`config.mk`:
```
export PLATFORM = sky130hd
export DESIGN_NAME = gpio_pc_port
export DESIGN_NICKNAME = d
export VERILOG_FILES = /design/src/rtl/gpio_pc_pkg.sv /design/src/rtl/gpio_pc_regs.sv /design/src/rtl/gpio_pc_detect.sv /design/src/rtl/gpio_pc_flag.sv /design/src/rtl/gpio_pc_port.sv
export SDC_FILE = /design/constraint.sdc
export NUM_CORES = 1
export LEC_CHECK = 0
export ABC_AREA = 1
export BUFFER_PORTS_ARGS = -buffer_cell sky130_fd_sc_hd__buf_2
export CORE_MARGIN = 2
export CORE_UTILIZATION = 58
export DETAILED_ROUTE_END_ITERATION = 12
export PLACE_DENSITY = 0.85
export SYNTH_ARGS = -nofsm -noshare
export SYNTH_HDL_FRONTEND = slang
export SYNTH_SLANG_ARGS = --single-unit
```
`constraint.sdc`:
```
create_clock -name clk -period 2.35 [get_ports clk]
set_input_delay 0.235 -clock clk [delete_from_list [all_inputs] [get_ports clk]]
set_output_delay 0.235 -clock clk [all_outputs]
set_load 0.05 [all_outputs]
```
`src/rtl/gpio_pc_pkg.sv`:
```
package gpio_pc_pkg;
  localparam int ADDR_W = 3;
  localparam logic [ADDR_W-1:0] A_PIN  = 3'd0;
  localparam logic [ADDR_W-1:0] A_DIR  = 3'd1;
  localparam logic [ADDR_W-1:0] A_OUT  = 3'd2;
  localparam logic [ADDR_W-1:0] A_MASK = 3'd3;
  localparam logic [ADDR_W-1:0] A_CTRL = 3'd4;
  localparam logic [ADDR_W-1:0] A_FLAG = 3'd5;
  localparam int FLAG_BIT = 0;
  localparam int EN_BIT   = 0;
endpackage

```
`src/rtl/gpio_pc_regs.sv`:
```
module gpio_pc_regs
  import gpio_pc_pkg::*;
#(
  parameter int WIDTH = 8
) (
  input  logic              clk,
  input  logic              rst_n,
  input  logic [ADDR_W-1:0] addr,
  input  logic              we,
  input  logic [WIDTH-1:0]  wdata,
  output logic [WIDTH-1:0]  dir_q,
  output logic [WIDTH-1:0]  out_q,
  output logic [WIDTH-1:0]  mask_q,
  output logic [WIDTH-1:0]  ctrl_q
);
  logic wr_dir, wr_out, wr_mask, wr_ctrl;
  assign wr_dir  = we && (addr == A_DIR);
  assign wr_out  = we && (addr == A_OUT);
  assign wr_mask = we && (addr == A_MASK);
  assign wr_ctrl = we && (addr == A_CTRL);

  always_ff @(posedge clk or negedge rst_n) begin
    if (!rst_n) begin
      dir_q  <= '0;
      out_q  <= '0;
      mask_q <= '0;
      ctrl_q <= '0;
    end else begin
      if (wr_dir)  dir_q  <= wdata;
      if (wr_out)  out_q  <= wdata;
      if (wr_mask) mask_q <= wdata;
      if (wr_ctrl) ctrl_q <= wdata;
    end
  end

  AST_DIR_TAKES_WRITE: assert property (@(posedge clk) disable iff (!rst_n)
    (we && addr == A_DIR) |=> (dir_q == $past(wdata)));
  AST_OUT_TAKES_WRITE: assert property (@(posedge clk) disable iff (!rst_n)
    (we && addr == A_OUT) |=> (out_q == $past(wdata)));
endmodule

```
`src/rtl/gpio_pc_detect.sv`:
```
module gpio_pc_detect #(
  parameter int WIDTH = 8
) (
  input  logic             clk,
  input  logic             rst_n,
  input  logic [WIDTH-1:0] dir_q,
  input  logic [WIDTH-1:0] out_q,
  input  logic [WIDTH-1:0] pin_in,
  input  logic [WIDTH-1:0] mask_q,
  output logic [WIDTH-1:0] eff_pins,
  output logic             pc_event
);
  function automatic logic [WIDTH-1:0] pick_level(
    input logic [WIDTH-1:0] dir, input logic [WIDTH-1:0] drv, input logic [WIDTH-1:0] ext);
    return (dir & drv) | (~dir & ext);
  endfunction

  function automatic logic masked_diff(
    input logic [WIDTH-1:0] now_v, input logic [WIDTH-1:0] old_v, input logic [WIDTH-1:0] msk);
    return |((now_v ^ old_v) & msk);
  endfunction

  logic [WIDTH-1:0] prev_q;

  assign eff_pins = pick_level(dir_q, out_q, pin_in);
  assign pc_event = masked_diff(eff_pins, prev_q, mask_q);

  always_ff @(posedge clk or negedge rst_n) begin
    if (!rst_n) prev_q <= '0;
    else        prev_q <= eff_pins;
  end

  AST_NO_EVENT_WHEN_MASKED_OFF: assert property (@(posedge clk) disable iff (!rst_n)
    (mask_q == '0) |-> !pc_event);
endmodule

```
`src/rtl/gpio_pc_flag.sv`:
```
module gpio_pc_flag (
  input  logic clk,
  input  logic rst_n,
  input  logic pc_event,
  input  logic sw_clear,
  input  logic irq_ack,
  output logic flag_q
);
  logic clr_any;
  assign clr_any = sw_clear || irq_ack;

  always_ff @(posedge clk or negedge rst_n) begin
    if (!rst_n)        flag_q <= 1'b0;
    else if (pc_event) flag_q <= 1'b1;
    else if (clr_any)  flag_q <= 1'b0;
  end

  AST_FLAG_FOLLOWS_EVENT: assert property (@(posedge clk) disable iff (!rst_n)
    pc_event |=> flag_q);
  AST_FLAG_RISE_HAS_CAUSE: assert property (@(posedge clk) disable iff (!rst_n)
    $rose(flag_q) |-> $past(pc_event));
  AST_W1C_CLEARS: assert property (@(posedge clk) disable iff (!rst_n)
    (sw_clear && !pc_event) |=> !flag_q);
  AST_ACK_CLEARS: assert property (@(posedge clk) disable iff (!rst_n)
    (irq_ack && !pc_event) |=> !flag_q);
  AST_PENDING_KEPT: assert property (@(posedge clk) disable iff (!rst_n)
    (flag_q && !sw_clear && !irq_ack) |=> flag_q);
  AST_SET_BEATS_CLEAR: assert property (@(posedge clk) disable iff (!rst_n)
    (pc_event && clr_any) |=> flag_q);
endmodule

```
`src/rtl/gpio_pc_port.sv`:
```
module gpio_pc_port
  import gpio_pc_pkg::*;
#(
  parameter int WIDTH = 8
) (
  input  logic              clk,
  input  logic              rst_n,
  input  logic [ADDR_W-1:0] bus_addr,
  input  logic              bus_we,
  input  logic [WIDTH-1:0]  bus_wdata,
  output logic [WIDTH-1:0]  bus_rdata,
  input  logic [WIDTH-1:0]  pin_in,
  output logic [WIDTH-1:0]  pin_out,
  output logic [WIDTH-1:0]  pin_oe,
  input  logic              irq_ack,
  output logic              irq
);
  logic [WIDTH-1:0] dir_q, out_q, mask_q, ctrl_q, eff_pins;
  logic             pc_event, flag_q, sw_clear, irq_en;

  gpio_pc_regs #(.WIDTH(WIDTH)) u_regs (
    .clk(clk), .rst_n(rst_n), .addr(bus_addr), .we(bus_we), .wdata(bus_wdata),
    .dir_q(dir_q), .out_q(out_q), .mask_q(mask_q), .ctrl_q(ctrl_q)
  );

  gpio_pc_detect #(.WIDTH(WIDTH)) u_detect (
    .clk(clk), .rst_n(rst_n), .dir_q(dir_q), .out_q(out_q), .pin_in(pin_in),
    .mask_q(mask_q), .eff_pins(eff_pins), .pc_event(pc_event)
  );

  assign sw_clear = bus_we && (bus_addr == A_FLAG) && bus_wdata[FLAG_BIT];

  gpio_pc_flag u_flag (
    .clk(clk), .rst_n(rst_n), .pc_event(pc_event), .sw_clear(sw_clear),
    .irq_ack(irq_ack), .flag_q(flag_q)
  );

  assign irq_en  = ctrl_q[EN_BIT];
  assign irq     = flag_q && irq_en;
  assign pin_out = out_q;
  assign pin_oe  = dir_q;

  always_comb begin
    bus_rdata = '0;
    unique case (bus_addr)
      A_PIN:   bus_rdata = eff_pins;
      A_DIR:   bus_rdata = dir_q;
      A_OUT:   bus_rdata = out_q;
      A_MASK:  bus_rdata = mask_q;
      A_CTRL:  bus_rdata = ctrl_q;
      A_FLAG:  bus_rdata[FLAG_BIT] = flag_q;
      default: bus_rdata = '0;
    endcase
  end

  AST_IRQ_NEEDS_ENABLE: assert property (@(posedge clk) disable iff (!rst_n)
    irq |-> ctrl_q[EN_BIT]);
  AST_IRQ_ON_ENABLE: assert property (@(posedge clk) disable iff (!rst_n)
    (flag_q && !sw_clear && !irq_ack && bus_we && bus_addr == A_CTRL && bus_wdata[EN_BIT]) |=> irq);
endmodule

```
==> results.ini <==
[setup_path]
crit_chain = o21ai_0 -> nand2_1 -> o21ai_0 -> a21oi_1 -> nand2_1 -> buf_2
cp-start-kind = flop
worstPathArrival_ns = 1.70
cp_slowest_stage_delay_ns = 0.46
end_kind = primary output
worstPathRequired_ns = 2.12
path_class = reg2out
crit_slowest_cell = dfrtp_1
cp_max_fo = 7

[placed_design]
hpwl_mm = 3.20
io_buffers = 47
gp_routability_congestion = 0.837
place_area_um2 = 2370

[clock_tree]
clockRootBuffer = clkbuf_4
cts_htree_levels = 2
clock_latency_ns = 0.35
cts.clk_slew.worst_paths_ns = 0.11
clock_sinks = 41
cts_made_buffers = 5
cts_tree = built
clockBufferDepth = 2

[timing]
rsz0062_at_grt = false
finalHoldViolations = 0
final.min_clock_period_ns = 1.94
period_share_pct = 82.5
fin_setup_tns_ns = 0
finalMaxSlewViolations = 0
worstMarginPinSlew_ns = 0.871
skew_ns = 0.00875
setup_viol = 0
fmax_mhz = 516
relSlewSlack_pct = 41.9

[cells_and_area]
n_antenna_cell = 0
final_cell_mix = nand2_1 (102), buf_2 (47), dfrtp_1 (41)
nFillCells = 278
final_area_um2 = 2430
final_common_cell = nand2_1
drive_gt1_share_pct = 25.0
nets = 342
area_growth_pct = 14.4
fin_util_pct = 71.2

[die]
die_h_um = 64.5
die_x_um = 64.5
io_pins = 48
fp-row-count = 21
start_util_pct = 62.2
fp.dieArea_um2 = 4170
coreArea_um2 = 3420

[yosys]
yosys_warnings = 0
netlist_instances = 268
ys_seq_elements = 41
yosysTopAreaCellShare_pct = 48.3
syn_area_per_cell_um2 = 7.93
synthTopCellsByArea = dfrtp_1 (48%), nand2_1 (18%), o21ai_2 (6.6%)
synth_cell_types = 18
ys_seq_area_share_pct = 48.3
yosysTopAreaCell = dfrtp_1
syn-num-nets = 291
netlist_area_um2 = 2130

[routing]
initialDrtViolationCount = 102
firstDrtPassIters = 4
vias = 1860
drcViolationCount = 0
wl_per_cell_um = 12.5
detail-route-antenna-nets = 0
viasPerCell = 5.08
wl_mm = 4.57

[power_and_ir_drop]
p_leak_nw = 1.39
vdd_ir_drop_max_mv = 0.519
powerDensity_nw_per_um2 = 830

[run]
maxCapViolCount = 0

[global_routing]
grt_first_pass_wirelength_mm = 8.04
grt_max_degree = 42
grt_pass1_vias = 1829
antenna_found_initial = 0
grtUsageTotal_pct = 25.7
grt.overflow.total = 0

[run_status]
status = finished, final reports clean

[min_path]
hp-class = in2reg

-- metrics by stage --
stage | std cells | power [mW] | hold slack (ns) | setup WS [ns]
floorplan | 268 | 1.51 | -0.0606 | 0.569
global placement | 357 | 1.67 | 0.405 | 0.821
detailed placement | 357 | 1.70 | 0.402 | 0.805
CTS | 366 | 2.03 | 0.131 | 0.414
global route | 366 | 2.17 | 0.139 | 0.284
finish | 366 | 2.02 | 0.151 | 0.410
-- cells in the mapped netlist --
library cell,instances
o21ai_2,16
nand3b_1,4
nor2_2,2
nand2_2,1
nand4_1,2
inv_1,31
inv_2,4
nand2_1,102
buf_6,4
a21oi_1,8
nand3_1,15
nand2_4,4
inv_4,1
o21ai_0,10
nor2_1,8
o21ai_1,8
a22oi_1,7
dfrtp_1,41
-- flip-flops by register name, indices dropped and copies added, names as in the netlist --
register and count:
u_detect.prev_q 8, u_regs.ctrl_q 8, u_regs.dir_q 8, u_regs.mask_q 8
u_regs.out_q 8, u_flag.flag_q 1
-- worst max-delay path, delay by kind of cell (launching register included) --
family,cells,cell delay (ns)
AOI/OAI and AO/OA,3,0.49
and+or+nand+nor,2,0.16
DFF,1,0.46
buffers and inverters,1,0.26
-- logic make-up after synthesis --
| family | Yosys count | synth area share [%] |
|---|---|---|
| flops | 41 | 48.3 |
| simple gates | 138 | 28.0 |
| compound gates | 49 | 15.2 |
| buf+inv | 40 | 8.59 |
-- routing by layer --
layer	GRT usage, %	up-vias	wire [um]
met4	11.7	0	85
met5	0	-	0
met2	40.6	56	2060
li1	-	956	-
met1	34.1	840	2140
met3	5.73	8	275
-- power breakdown --
group,internal (mW),switching [mW]
sequential,0.838,0.117
clock,0.119,0.215
combinational,0.202,0.526
-- final timing paths --
kind | cells past startpoint | end | slack (ns) | start
max | 6 | bus_rdata[1] | 0.41 | u_regs.dir_q[1]
min | 3 | u_detect.prev_q[6] | 0.15 | pin_in[6]
max reg2reg | 6 | u_flag.flag_q | 1.19 | u_regs.dir_q[1]
min reg2reg | 2 | u_regs.ctrl_q[4] | 0.51 | u_regs.ctrl_q[4]
max in group asynchronous | 2 | u_detect.prev_q[0] | 1.27 | rst_n
min in group asynchronous | 2 | u_detect.prev_q[3] | 0.53 | rst_n
-- layout make-up --
type | instances | area [um2] | share of cell area, %
repair buffers | 48 | 245 | 10.1
well taps | 46 | 57.6 | 2.37
flip-flops and latches | 41 | 1030 | 42.2
clock buffers | 8 | 48.8 | 2.01
multi-input cells | 187 | 917 | 37.7
inverters | 36 | 138 | 5.66
-- timing repair --
action / 4_1_cts / 5_1_grt
hold buffers: 1 / 0
buffers inserted: 0 / 0
hold endpoints to repair: 11 / 0
resized for setup: 0 / 0
(Power assumes the default switching activity.)
